[src/rtl/bank_addr_pkg.sv]
package bank_addr_pkg;
  localparam int ADDR_W = 9;

  typedef enum logic [1:0] {
    TGT_NONE = 2'd0,
    TGT_SFR  = 2'd1,
    TGT_GPR  = 2'd2,
    TGT_ZERO = 2'd3
  } tgt_e;

  typedef struct packed {
    logic [ADDR_W-1:0] addr;
    tgt_e              tgt;
    logic              ind;
  } res_t;
endpackage

[src/rtl/bank_addr_mux.sv]
module bank_addr_mux #(
  parameter int OFF_W  = 7,
  parameter int BANK_W = 2,
  localparam int ADDR_W = OFF_W + BANK_W,
  localparam int PTR_W  = OFF_W + 1
) (
  input  logic [OFF_W-1:0]  dir_off_i,
  input  logic [BANK_W-1:0] bank_sel_i,
  input  logic              ind_bank_i,
  input  logic [PTR_W-1:0]  ptr_i,
  output logic [ADDR_W-1:0] eff_addr_o,
  output logic              ind_o
);
  // offset zero is the indirect-access pseudo register
  assign ind_o      = (dir_off_i == '0);
  assign eff_addr_o = ind_o ? {ind_bank_i, ptr_i} : {bank_sel_i, dir_off_i};

  always_comb begin
    if (!ind_o) assert (eff_addr_o[OFF_W-1:0] != '0); // direct never hits offset 0
  end
endmodule

[src/rtl/bank_mirror_map.sv]
module bank_mirror_map
  import bank_addr_pkg::*;
#(
  parameter int OFF_W = 7,
  parameter logic [OFF_W-1:0] SFR_TOP     = 7'h20,
  parameter logic [OFF_W-1:0] HOLE_LO     = 7'h10,
  parameter logic [OFF_W-1:0] COMMON_BASE = 7'h70,
  parameter logic [OFF_W-1:0] SHARED_LO   = 7'h02,
  parameter logic [OFF_W-1:0] SHARED_HI   = 7'h04,
  localparam int BANK_W = ADDR_W - OFF_W
) (
  input  logic [ADDR_W-1:0] eff_addr_i,
  input  logic              ind_i,
  output res_t              res_o
);
  logic [OFF_W-1:0]  off;
  logic [BANK_W-1:0] bank;

  assign off  = eff_addr_i[OFF_W-1:0];
  assign bank = eff_addr_i[ADDR_W-1:OFF_W];

  always_comb begin
    res_o.ind  = ind_i;
    res_o.addr = eff_addr_i;
    res_o.tgt  = TGT_GPR;
    if (off == '0) begin
      res_o.tgt  = TGT_ZERO;
      res_o.addr = '0;
    end else if (off >= SHARED_LO && off <= SHARED_HI) begin
      res_o.tgt  = TGT_SFR;
      res_o.addr = {{BANK_W{1'b0}}, off};
    end else if (off >= COMMON_BASE) begin
      res_o.tgt  = TGT_GPR;
      res_o.addr = {{BANK_W{1'b0}}, off};
    end else if (off < SFR_TOP) begin
      if (bank[BANK_W-1] && off >= HOLE_LO) begin
        res_o.tgt  = TGT_ZERO;
        res_o.addr = '0;
      end else begin
        res_o.tgt  = TGT_SFR;
      end
    end
  end

  always_comb begin
    if (res_o.tgt == TGT_ZERO) assert (res_o.addr == '0);
  end
endmodule

[src/rtl/bank_addr_top.sv]
module bank_addr_top
  import bank_addr_pkg::*;
#(
  parameter int OFF_W  = 7,
  parameter int BANK_W = 2,
  localparam int AW    = OFF_W + BANK_W,
  localparam int PW    = OFF_W + 1
) (
  input  logic              clk_i,
  input  logic              rst_ni,
  input  logic              acc_i,
  input  logic              wr_i,
  input  logic [OFF_W-1:0]  dir_off_i,
  input  logic [BANK_W-1:0] bank_sel_i,
  input  logic              ind_bank_i,
  input  logic [PW-1:0]     ptr_i,
  output logic [AW-1:0]     ram_addr_o,
  output logic              sfr_sel_o,
  output logic              gpr_sel_o,
  output logic              zero_rd_o,
  output logic              wr_en_o,
  output logic              ind_o
);
  logic [AW-1:0] eff_addr;
  logic          ind;
  res_t          res;

  bank_addr_mux #(.OFF_W(OFF_W), .BANK_W(BANK_W)) u_mux (
    .dir_off_i (dir_off_i),
    .bank_sel_i(bank_sel_i),
    .ind_bank_i(ind_bank_i),
    .ptr_i     (ptr_i),
    .eff_addr_o(eff_addr),
    .ind_o     (ind)
  );

  bank_mirror_map #(.OFF_W(OFF_W)) u_map (
    .eff_addr_i(eff_addr),
    .ind_i     (ind),
    .res_o     (res)
  );

  always_ff @(posedge clk_i or negedge rst_ni) begin
    if (!rst_ni) begin
      ram_addr_o <= '0;
      sfr_sel_o  <= 1'b0;
      gpr_sel_o  <= 1'b0;
      zero_rd_o  <= 1'b0;
      wr_en_o    <= 1'b0;
      ind_o      <= 1'b0;
    end else if (acc_i) begin
      ram_addr_o <= res.addr;
      sfr_sel_o  <= (res.tgt == TGT_SFR);
      gpr_sel_o  <= (res.tgt == TGT_GPR);
      zero_rd_o  <= (res.tgt == TGT_ZERO);
      wr_en_o    <= wr_i && (res.tgt == TGT_SFR || res.tgt == TGT_GPR);
      ind_o      <= res.ind;
    end else begin
      ram_addr_o <= '0;
      sfr_sel_o  <= 1'b0;
      gpr_sel_o  <= 1'b0;
      zero_rd_o  <= 1'b0;
      wr_en_o    <= 1'b0;
      ind_o      <= 1'b0;
    end
  end

  p_one_target_r6: assert property (@(posedge clk_i) disable iff (!rst_ni)
    $onehot0({sfr_sel_o, gpr_sel_o, zero_rd_o}));
  p_wr_needs_sel_r10: assert property (@(posedge clk_i) disable iff (!rst_ni)
    wr_en_o |-> (sfr_sel_o || gpr_sel_o));
  p_zero_no_write_r3: assert property (@(posedge clk_i) disable iff (!rst_ni)
    zero_rd_o |-> (!wr_en_o && ram_addr_o == '0));
  p_common_bank0_r5: assert property (@(posedge clk_i) disable iff (!rst_ni)
    (gpr_sel_o && ram_addr_o[OFF_W-1:OFF_W-3] == 3'b111) |-> ram_addr_o[AW-1:OFF_W] == '0);
  p_shared_bank0_r4: assert property (@(posedge clk_i) disable iff (!rst_ni)
    (sfr_sel_o && ram_addr_o[OFF_W-1:0] >= 7'h02 && ram_addr_o[OFF_W-1:0] <= 7'h04)
      |-> ram_addr_o[AW-1:OFF_W] == '0);
  p_idle_quiet_r8: assert property (@(posedge clk_i) disable iff (!rst_ni)
    !acc_i |=> !(sfr_sel_o || gpr_sel_o || zero_rd_o || wr_en_o || ind_o));
  p_indirect_flag_r2: assert property (@(posedge clk_i) disable iff (!rst_ni)
    (acc_i && dir_off_i == '0) |=> ind_o);
endmodule

[config.mk]
export PLATFORM = sky130hd
export DESIGN_NAME = bank_addr_top
export DESIGN_NICKNAME = d
export VERILOG_FILES = /design/src/rtl/bank_addr_pkg.sv /design/src/rtl/bank_addr_mux.sv /design/src/rtl/bank_mirror_map.sv /design/src/rtl/bank_addr_top.sv
export SDC_FILE = /design/constraint.sdc
export NUM_CORES = 1
export LEC_CHECK = 0
export BUFFER_PORTS_ARGS = -buffer_cell sky130_fd_sc_hd__buf_2
export CORE_MARGIN = 5
export CORE_UTILIZATION = 42
export DETAILED_ROUTE_END_ITERATION = 8
export GPL_ROUTABILITY_DRIVEN = 1
export PLACE_DENSITY = 0.72
export SLEW_MARGIN = 10
export SYNTH_ARGS = -nofsm -noshare
export SYNTH_HDL_FRONTEND = slang
export SYNTH_SLANG_ARGS = --single-unit
[constraint.sdc]
create_clock -name clk_i -period 0.95 [get_ports clk_i]
set_clock_uncertainty 0.2 [all_clocks]
set_input_delay 0.1425 -clock clk_i [delete_from_list [all_inputs] [get_ports clk_i]]
set_output_delay 0.1425 -clock clk_i [all_outputs]
set_load 0.1 [all_outputs]
==> impl_metrics.env, run 1 <==
export IMPL_outcome="stopped before the end"
export IMPL_stop_stage="global routing (5_1_grt)"
export IMPL_firstError="[ERROR DPL-0033] detailed placement checks failed during check placement."
export IMPL_yosysWarnings=0
export IMPL_dp_cells=161
export IMPL_htree_levels=1
export IMPL_synth_xor_area_share_pct=0
export IMPL_synth_most_common_cell="dfrtp_1"
export IMPL_antenna_found_initial=0
export IMPL_io_buffers=35
export IMPL_grt_max_degree=15
export IMPL_clk_path_buf_depth=2
export IMPL_ys_flop_type="dfrtp_1"
export IMPL_clock_sinks=14
export IMPL_synth_top_cells_by_area="dfrtp_1, a21oi_1, ha_1"
export IMPL_synthArstFlopShare_pct=100
export IMPL_rows=16
export IMPL_fp_dieH_um=54.7
export IMPL_yosys_area_share_simple_pct=25.5
export IMPL_syn_instance_count=76
export IMPL_synth_top_area_cell="dfrtp_1"
export IMPL_initial_core_util_pct=43.2
export IMPL_worst_endpoint_kind="sequential cell input"
export IMPL_syn_avg_cell_area_um2=11.0
export IMPL_synthAdderAreaFrac_pct=4.47
export IMPL_io_pins=36
export IMPL_grt_worst_endpoint="ram_addr_o[8]$_DFF_PN0_/D"
export IMPL_synth_common_cells="dfrtp_1, nor2_1, a21oi_1"
export IMPL_root_buffer="clkbuf_4"
export IMPL_fp_dieW_um=54.7
export IMPL_ys_ff_latch=14
export IMPL_muxShareOfSynthArea_pct=2.38
export IMPL_synth_edf_count=0
export IMPL_synth_distinct_cells=35
export IMPL_numCtsBuffers=3
export IMPL_synth_top_cell_area_share_pct=41.7
export IMPL_yosysSeqAreaShare_pct=41.7
export IMPL_dpl_cell_area_um2=1490
export IMPL_synth_top_family_by_area="simple AND/OR/NAND/NOR gates"
export IMPL_dpl_hpwl_um=2270
export IMPL_netlist_area_um2=840
export IMPL_synth_compound_area_share_pct=22.8
export IMPL_globalplace_congestion=0.799
export IMPL_synth_net_count=101
[per-stage QoR]
stage | setup slack (ps) | TNS, ps
after CTS | -570 | -10610
after detailed placement | -1020 | -10820
after global placement | -956 | -9840
after floorplan | -763 | -7020
[timing repair]
item,in CTS
setup buffers,8
hold buffers,1
pin swaps,13
endpoints found under the hold margin,17
gates resized for setup,36
setup endpoints to repair,27
[kinds of logic after synthesis]
group | count (synthesis)
buffers and inverters | 5
AO/OA/AOI/OAI | 21
flip-flops | 14
multiplexers | 2
adder cells (fa/ha/maj) | 3
AND/OR/NAND/NOR | 31
==> run 2: changes to the inputs <==
--- a/config.mk
+++ b/config.mk
@@ -6,11 +6,11 @@
 export NUM_CORES = 1
 export LEC_CHECK = 0
 export BUFFER_PORTS_ARGS = -buffer_cell sky130_fd_sc_hd__buf_2
-export CORE_MARGIN = 5
-export CORE_UTILIZATION = 42
+export CORE_AREA = 5 5 66 68
 export DETAILED_ROUTE_END_ITERATION = 8
+export DIE_AREA = 0 0 71 73
 export GPL_ROUTABILITY_DRIVEN = 1
-export PLACE_DENSITY = 0.72
+export PLACE_DENSITY_LB_ADDON = 0.15
 export SLEW_MARGIN = 10
 export SYNTH_ARGS = -nofsm -noshare
 export SYNTH_HDL_FRONTEND = slang
==> impl_metrics.env, run 2 <==
export IMPL_postCtsHoldBufs=1
export IMPL_ys_flop_type="dfrtp_1"
export IMPL_leakage_nw=0.782
export IMPL_cts_clk_slew_worst_paths_ps=60
export IMPL_fp_dieW_um=71
export IMPL_fp_dieH_um=73
export IMPL_ys_ff_latch=14
export IMPL_drtAntennaViolNets=0
export IMPL_grt_busiest_layer="met2"
export IMPL_peakVddDrop_uv=340
export IMPL_min_to="wr_en_o$_DFF_PN0_"
export IMPL_io_buffers=35
export IMPL_cp_max_fo=4
export IMPL_routed_via_density=4.21
export IMPL_switching_share_pct=33.1
export IMPL_n_fill_cell=361
export IMPL_io_pins=36
export IMPL_setup_tns_ps=-10190
export IMPL_drt_total_wl_um=2460
export IMPL_drt_first_pass_iters=4
export IMPL_syn_avg_cell_area_um2=11.0
export IMPL_p_switching_uw=669
export IMPL_clockPowerShare_pct=28.1
export IMPL_synth_top_cells_by_area="dfrtp_1, a21oi_1, ha_1"
export IMPL_drc_errors=0
export IMPL_dpl_cell_area_um2=1530
export IMPL_rows=23
export IMPL_wire_per_inst_um=12.4
export IMPL_rsz0062_at_grt="true"
export IMPL_period_needed_ps=1570
export IMPL_fin_ws_ps=-623
export IMPL_synth_top_cell_area_share_pct=41.7
export IMPL_antenna_cells=0
export IMPL_numCtsBuffers=3
export IMPL_met2_usage_pct=19.7
export IMPL_seqPwrFrac_pct=33.3
export IMPL_area_delta_synth_final_pct=117
export IMPL_use_met1_pct=12.1
export IMPL_syn_instance_count=76
export IMPL_fin_crit_sh_pct=166
export IMPL_power_density_nw_per_um2=1110
export IMPL_dpl_hpwl_um=1950
export IMPL_synth_net_count=101
export IMPL_worstPathArrival_ps=1510
export IMPL_grt_overflow=0
export IMPL_slew_headroom_pct=77.7
export IMPL_antenna_found_initial=0
export IMPL_setup_violations_final=27
export IMPL_clk_path_buf_depth=2
export IMPL_synth_top_area_cell="dfrtp_1"
export IMPL_dr_total_vias=833
export IMPL_cp_start_kind="primary input"
export IMPL_cts_tree="done"
export IMPL_netlist_area_um2=840
export IMPL_slew_viol_final=0
export IMPL_synth_edf_count=0
export IMPL_worstHoldPathCells=2
export IMPL_first_global_vias=988
export IMPL_largest_register_ffs=9
export IMPL_hold_viol=2
export IMPL_worstPathRequired_ps=880
export IMPL_synth_distinct_cells=35
export IMPL_core_um2=3800
export IMPL_synth_common_cells="dfrtp_1, nor2_1, a21oi_1"
export IMPL_maxCapViolCount=0
export IMPL_path_class="primary input to flip-flop"
export IMPL_end_kind="flip-flop"
export IMPL_final_common_cell="buf_4"
export IMPL_outcome="complete, but fails checks"
export IMPL_nets=174
export IMPL_initial_core_util_pct=22.1
export IMPL_power_total_mw=2.02
export IMPL_grt_pass1_wl_um=4440
export IMPL_drive_above_1_share_pct=83.8
export IMPL_root_buffer="clkbuf_8"
export IMPL_final_util_pct=48.0
export IMPL_worst_slew_pin_slew_ps=332
export IMPL_drt_iter0_markers=7
export IMPL_track_usage_pct=10.6
export IMPL_final_design_area_no_fill_um2=1820
export IMPL_mostFrequentLayoutCells="buf_4, buf_2, buf_12"
export IMPL_grt_max_degree=15
export IMPL_holdCritPathClass="primary input to flip-flop"
export IMPL_yosysSeqAreaShare_pct=41.7
export IMPL_use_met3_pct=1.24
export IMPL_clock_sinks=14
export IMPL_regMostFlops="ram_addr_o"
export IMPL_max_freq_mhz=636
export IMPL_violations="negative hold slack, negative setup slack"
export IMPL_yosysWarnings=0
export IMPL_die_area_um2=5180
export IMPL_whs_ps=-52.6
export IMPL_comb_power_share_pct=38.7
export IMPL_htree_levels=1
export IMPL_hp_start="wr_i"
export IMPL_p_int_mw=1.35
export IMPL_globalplace_congestion=0.807
export IMPL_synth_most_common_cell="dfrtp_1"
export IMPL_synthArstFlopShare_pct=100
run 2: cell counts after synthesis:
No cell type changed its count.
run 2: final cells by class:
| cell class | instances | area (µm²) | share of cell area, % |
|---|---|---|---|
| clock buffers | 4 | 55.1 | 3.02 |
| inverters | 4 | 17.5 | 0.962 |
| multi-input cells | 57 | 604 | 33.2 |
| flip-flops and latches | 14 | 399 | 21.9 |
| well taps | 50 | 62.6 | 3.43 |
| repair buffers | 69 | 683 | 37.5 |
run 2: stage by stage:
stage          std cells  setup WS (ps)  hold WS (ps)
6_report             198           -623         -52.6
4_1_cts              197           -597         -49.4
5_1_grt              198           -671         -34.1
3_3_place_gp         186           -941          -150
3_5_place_dp         186           -934          -147
2_1_floorplan         76           -763          -353
run 2: power groups by stage:
| stage | clock network, mW | registers, mW | logic [mW] |
|---|---|---|---|
| final | 0.567 | 0.673 | 0.782 |
| after global routing | 0.608 | 0.675 | 0.824 |
| after CTS | 0.581 | 0.673 | 0.767 |
| after detailed placement | 0 | 0.686 | 0.692 |
| after global placement | 0 | 0.685 | 0.689 |
| after floorplan | 0 | 0.910 | 0.124 |
run 2: logic make-up (layout without fill, tap and decap cells):
| logic type | Yosys count | in the layout | share of synthesized area, % |
|---|---|---|---|
| AND/OR/NAND/NOR | 31 | 31 | 25.5 |
| AO/OA/AOI/OAI | 21 | 21 | 22.8 |
| flip-flops | 14 | 14 | 41.7 |
| buffers and inverters | 5 | 77 | 3.13 |
| adder cells (fa/ha/maj) | 3 | 3 | 4.47 |
| multiplexers | 2 | 2 | 2.38 |
run 2: layer usage:
layer  wire length [µm]  vias to the layer above  share of wire [%]
li1                   -                      417                  -
met1                991                      395                 40
met2               1320                       19                 54
met3                112                        2                4.6
met4                 36                        0                1.5
met5                  0                        -                  0
run 2: repair_timing:
action,CTS,global route
hold endpoints to repair,16,1
pin swaps,18,13
resized for setup,31,9
setup endpoints to repair,27,28
setup buffers,8,1
run 2: worst max-delay path by stage:
stage                     slack, ps  depth (start not counted)             endpoint    startpoint
after detailed placement       -930                          7  sfr_sel_o$_DFF_PN0_  dir_off_i[6]
final                          -620                          7  sfr_sel_o$_DFF_PN0_  dir_off_i[2]
after global routing           -670                          7  sfr_sel_o$_DFF_PN0_  dir_off_i[2]
after floorplan                -760                          7    wr_en_o$_DFF_PN0_  dir_off_i[6]
after global placement         -940                          8  sfr_sel_o$_DFF_PN0_      ptr_i[1]
after CTS                      -600                          8  sfr_sel_o$_DFF_PN0_  dir_off_i[0]
run 2: worst max-delay path, cell delays in order:
cell     delay, ps
buf_8          100
nor3_4         240
a41oi_2        180
a211o_4        370
and3_4         180
ha_4           140
and2_4         140
Note: power is estimated with default switching activity, not from simulation.
==> run 3: changes to the inputs <==
==> constraint.sdc (replaced) <==
create_clock -name clk_i -period 0.95 [get_ports clk_i]
set_clock_uncertainty 0.2 [all_clocks]
set_input_delay 0.095 -clock clk_i [delete_from_list [all_inputs] [get_ports clk_i]]
set_output_delay 0.095 -clock clk_i [all_outputs]
set_load 0.1 [all_outputs]
==> impl_metrics.env, run 3 (same netlist as run 2, synthesis figures left out) <==
export IMPL_fin_crit_sh_pct=160
export IMPL_holdCritPathClass="primary input to flip-flop"
export IMPL_cts_tree="done"
export IMPL_peakVddDrop_uv=440
export IMPL_slew_headroom_pct=79.8
export IMPL_die_area_um2=5180
export IMPL_clk_path_buf_depth=2
export IMPL_whs_ps=-89.1
export IMPL_p_switching_uw=659
export IMPL_rsz0062_at_grt="true"
export IMPL_root_buffer="clkbuf_8"
export IMPL_fin_ws_ps=-572
export IMPL_first_global_vias=881
export IMPL_regMostFlops="ram_addr_o"
export IMPL_slew_viol_final=0
export IMPL_antenna_cells=0
export IMPL_maxCapViolCount=0
export IMPL_end_kind="flip-flop"
export IMPL_worstPathRequired_ps=890
export IMPL_path_class="primary input to flip-flop"
export IMPL_worstPathArrival_ps=1460
export IMPL_globalplace_congestion=0.782
export IMPL_violations="negative hold slack, negative setup slack"
export IMPL_track_usage_pct=10.1
export IMPL_antenna_found_initial=0
export IMPL_drt_first_pass_iters=4
export IMPL_setup_violations_final=27
export IMPL_rows=23
export IMPL_p_int_mw=1.26
export IMPL_postCtsHoldBufs=2
export IMPL_htree_levels=1
export IMPL_startpoint="dir_off_i[2]"
export IMPL_worst_slew_pin_slew_ps=301
export IMPL_outcome="complete, but fails checks"
export IMPL_wire_per_inst_um=12.4
export IMPL_drtAntennaViolNets=0
export IMPL_initial_core_util_pct=22.1
export IMPL_fp_dieH_um=73
export IMPL_area_delta_synth_final_pct=110
export IMPL_hp_start="ptr_i[0]"
export IMPL_switching_share_pct=34.3
export IMPL_leakage_nw=0.789
export IMPL_cts_clk_slew_worst_paths_ps=60
export IMPL_grt_overflow=0
export IMPL_period_needed_ps=1520
export IMPL_power_density_nw_per_um2=1090
export IMPL_dr_total_vias=839
export IMPL_n_fill_cell=362
export IMPL_routed_via_density=4.17
export IMPL_numCtsBuffers=3
export IMPL_cp_max_fo=5
export IMPL_endpoint="sfr_sel_o$_DFF_PN0_"
export IMPL_io_pins=36
export IMPL_grt_max_degree=15
export IMPL_comb_power_share_pct=39.8
export IMPL_drive_above_1_share_pct=78.1
export IMPL_fp_dieW_um=71
export IMPL_final_common_cell="buf_4"
export IMPL_io_buffers=35
export IMPL_dpl_hpwl_um=2020
export IMPL_clockPowerShare_pct=25.9
export IMPL_grt_pass1_wl_um=4100
export IMPL_nets=177
export IMPL_core_um2=3800
export IMPL_seqPwrFrac_pct=34.3
export IMPL_fin_cells=201
export IMPL_cp_start_kind="primary input"
export IMPL_clock_sinks=14
export IMPL_drt_iter0_markers=20
export IMPL_drt_total_wl_um=2490
export IMPL_power_total_mw=1.92
export IMPL_drc_errors=0
export IMPL_largest_register_ffs=9
export IMPL_mostFrequentLayoutCells="buf_4, buf_2, buf_12"
export IMPL_hold_viol=2
export IMPL_dp_cells=186
export IMPL_max_freq_mhz=657
==> run 3: how the worst min path moves through the flow <==
stage	to	slack [ps]	depth (start not counted)
after floorplan	gpr_sel_o$_DFF_PN0_	-400	0
after global placement	wr_en_o$_DFF_PN0_	-200	1
after detailed placement	wr_en_o$_DFF_PN0_	-200	1
after CTS	ram_addr_o[0]$_DFF_PN0_	-90	3
after global routing	ram_addr_o[0]$_DFF_PN0_	-90	3
final	ram_addr_o[0]$_DFF_PN0_	-90	3
==> run 3: power groups by stage <==
stage / Combinational [mW] / Clock (mW) / Sequential [mW]
2_1_floorplan: 0.124 / 0 / 0.892
4_1_cts: 0.747 / 0.510 / 0.661
5_1_grt: 0.806 / 0.536 / 0.664
3_5_place_dp: 0.692 / 0 / 0.672
3_3_place_gp: 0.690 / 0 / 0.671
6_report: 0.766 / 0.497 / 0.660
==> run 3: final cells by class <==
class	instances	area [µm²]	share of cell area (%)
multi-input cells	57	558	31.7
repair buffers	72	712	40.4
flip-flops and latches	14	367	20.8
clock buffers	4	45.0	2.56
inverters	4	17.5	0.994
well taps	50	62.6	3.55
==> run 3: layer usage <==
layer  global-route usage (%)  vias up  wire, µm
li1                         -      422         -
met2                     16.8       17      1310
met1                     12.1      396      1020
met5                        0        -         0
met3                     2.07        4        90
met4                     5.64        0        63
==> run 3: what timing repair did <==
item                                    in CTS  in global routing
setup buffers                                5                  5
endpoints found under the setup margin      28                 28
pin swaps                                   12                 11
gates resized for setup                     19                 11
endpoints found under the hold margin       17                  1
==> run 3: through the flow <==
step	instance area [µm²]	util (%)	hold WS [ps]	setup slack, ps	TNS (ps)
floorplan	867	-	-401	-716	-6360
global placement	1500	39.5	-202	-870	-9700
detailed placement	1500	39.5	-198	-911	-10050
CTS	1690	44.4	-88.5	-576	-8400
global route	1760	46.4	-94.7	-638	-9540
finish	1760	46.4	-89.1	-572	-8420
==> run 3: critical path: stages <==
cell and delay [ps]:
buf_8 100, nor3_4 250, a41oi_2 170, a211o_4 360, and3_4 190, ha_4 140
and2_4 140
==> run 4: changes to the inputs <==
--- a/config.mk
+++ b/config.mk
@@ -10,6 +10,7 @@
 export DETAILED_ROUTE_END_ITERATION = 8
 export DIE_AREA = 0 0 71 73
 export GPL_ROUTABILITY_DRIVEN = 1
+export HOLD_SLACK_MARGIN = 0.08
 export PLACE_DENSITY_LB_ADDON = 0.15
 export SLEW_MARGIN = 10
 export SYNTH_ARGS = -nofsm -noshare
==> constraint.sdc (replaced) <==
create_clock -name clk_i -period 0.95 [get_ports clk_i]
set_clock_uncertainty 0.2 [all_clocks]
set_input_delay 0.095 -clock clk_i [delete_from_list [all_inputs] [get_ports clk_i]]
set_output_delay 0.095 -clock clk_i [all_outputs]
set_load 0.01 [all_outputs]
==> impl_metrics.env, run 4 (same netlist as run 2, synthesis figures left out) <==
export IMPL_root_buffer="clkbuf_8"
export IMPL_worst_slew_pin_slew_ps=286
export IMPL_rsz0062_at_grt="true"
export IMPL_wire_per_inst_um=12.8
export IMPL_slew_viol_final=0
export IMPL_fin_ws_ps=-587
export IMPL_met2_usage_pct=17.4
export IMPL_worstPathRequired_ps=880
export IMPL_use_met3_pct=1.65
export IMPL_final_common_cell="buf_4"
export IMPL_worstHoldPathCells=3
export IMPL_io_buffers=35
export IMPL_first_global_vias=871
export IMPL_hold_viol=1
export IMPL_area_delta_synth_final_pct=84.8
export IMPL_globalplace_congestion=0.779
export IMPL_leakage_nw=0.758
export IMPL_clk_path_buf_depth=2
export IMPL_drt_total_wl_um=2540
export IMPL_track_usage_pct=9.90
export IMPL_numCtsBuffers=3
export IMPL_power_density_nw_per_um2=992
export IMPL_htree_levels=1
export IMPL_setup_tns_ps=-7440
export IMPL_routed_via_density=4.22
export IMPL_hp_start="ptr_i[0]"
export IMPL_dp_cells=182
export IMPL_slew_headroom_pct=80.4
export IMPL_cp_max_fo=3
export IMPL_drive_above_1_share_pct=70.5
export IMPL_worstPathArrival_ps=1470
export IMPL_fp_dieH_um=73
export IMPL_fin_cells=199
export IMPL_rows=23
export IMPL_cpPeakStageDelay_ps=340
export IMPL_grt_overflow=0
export IMPL_final_util_pct=40.8
export IMPL_clock_sinks=14
export IMPL_holdCritPathClass="primary input to flip-flop"
export IMPL_initial_core_util_pct=22.1
export IMPL_peakVddDrop_uv=301
export IMPL_dr_total_vias=840
export IMPL_critPathSlowestCell="nor4_4"
export IMPL_dpl_hpwl_um=1920
export IMPL_fin_crit_sh_pct=162
export IMPL_grt_pass1_wl_um=4060
export IMPL_min_to="ram_addr_o[0]$_DFF_PN0_"
export IMPL_postCtsHoldBufs=2
export IMPL_largest_register_ffs=9
export IMPL_final_design_area_no_fill_um2=1550
export IMPL_dpl_cell_area_um2=1240
export IMPL_n_fill_cell=393
export IMPL_max_freq_mhz=651
export IMPL_end_kind="flip-flop"
export IMPL_mostFrequentLayoutCells="buf_4, buf_2, dfrtp_1"
export IMPL_antenna_cells=0
export IMPL_path_delay_family="simple AND/OR/NAND/NOR gates"
export IMPL_drc_errors=0
export IMPL_drtAntennaViolNets=0
export IMPL_setup_violations_final=28
export IMPL_core_um2=3800
export IMPL_regMostFlops="ram_addr_o"
export IMPL_outcome="complete, but fails checks"
export IMPL_period_needed_ps=1540
export IMPL_cts_tree="done"
export IMPL_violations="negative hold slack, negative setup slack"
export IMPL_nets=176
export IMPL_grt_max_degree=15
export IMPL_drt_iter0_markers=6
export IMPL_io_pins=36
export IMPL_drt_first_pass_iters=4
export IMPL_antenna_found_initial=0
export IMPL_whs_ps=-66.9
export IMPL_cp_num_buf_inv=1
export IMPL_use_met1_pct=12.1
export IMPL_path_class="primary input to flip-flop"
export IMPL_maxCapViolCount=0
export IMPL_cts_clk_slew_worst_paths_ps=60
export IMPL_die_area_um2=5180
export IMPL_crit_chain="buf_4 > nor4_4 > a21oi_2 > a211o_4 > and3_4 > ha_4 > and2_1"
export IMPL_fp_dieW_um=71
export IMPL_cp_start_kind="primary input"
export IMPL_grt_busiest_layer="met2"
## run 4: cell count changes in the layout (fill, tap and decap cells not counted), sizes merged
| cell | change |
|---|---|
| buf | -1 |
| clkbuf | -1 |
## run 4: report_power, final
group / leakage, nW / internal (mW) / switching, mW / total, mW
clock: 0.0216 / 0.279 / 0.181 / 0.460
combinational: 0.553 / 0.230 / 0.213 / 0.444
sequential: 0.183 / 0.628 / 0.00663 / 0.635
## run 4: metal layers
layer | part of all wire (%) | vias up
li1 | - | 423
met1 | 42 | 391
met2 | 52 | 22
met3 | 4.1 | 4
met4 | 2.2 | 0
met5 | 0 | -
## run 4: area by class of cell
class	count	area (µm²)	share of cell area [%]
sequential	14	350	22.6
timing repair buffer	71	493	31.8
tap	50	62.6	4.03
clock buffer	3	41.3	2.66
inverter	4	17.5	1.13
multi-input combinational	57	587	37.8
## run 4: worst max path at each step
stage                 startpoint             endpoint  slack [ps]  depth (start not counted)
floorplan           dir_off_i[6]    wr_en_o$_DFF_PN0_        -720                          7
global placement        ptr_i[1]  sfr_sel_o$_DFF_PN0_        -940                          8
detailed placement      ptr_i[1]  sfr_sel_o$_DFF_PN0_        -940                          8
CTS                 dir_off_i[0]  sfr_sel_o$_DFF_PN0_        -550                          7
global route        dir_off_i[6]  sfr_sel_o$_DFF_PN0_        -630                          7
finish              dir_off_i[6]  sfr_sel_o$_DFF_PN0_        -590                          7
## run 4: stage by stage
stage / setup WS [ps] / power (mW)
floorplan: -716 / 0.789
global placement: -939 / 0.994
detailed placement: -937 / 0.997
CTS: -552 / 1.53
global route: -631 / 1.63
finish: -587 / 1.54
## run 4: what timing repair did
action,4_1_cts,5_1_grt
resized for setup,20,14
buffers inserted,7,6
pin swaps,15,12
endpoints found under the setup margin,28,28
gates cloned,0,0
hold endpoints to repair,26,10
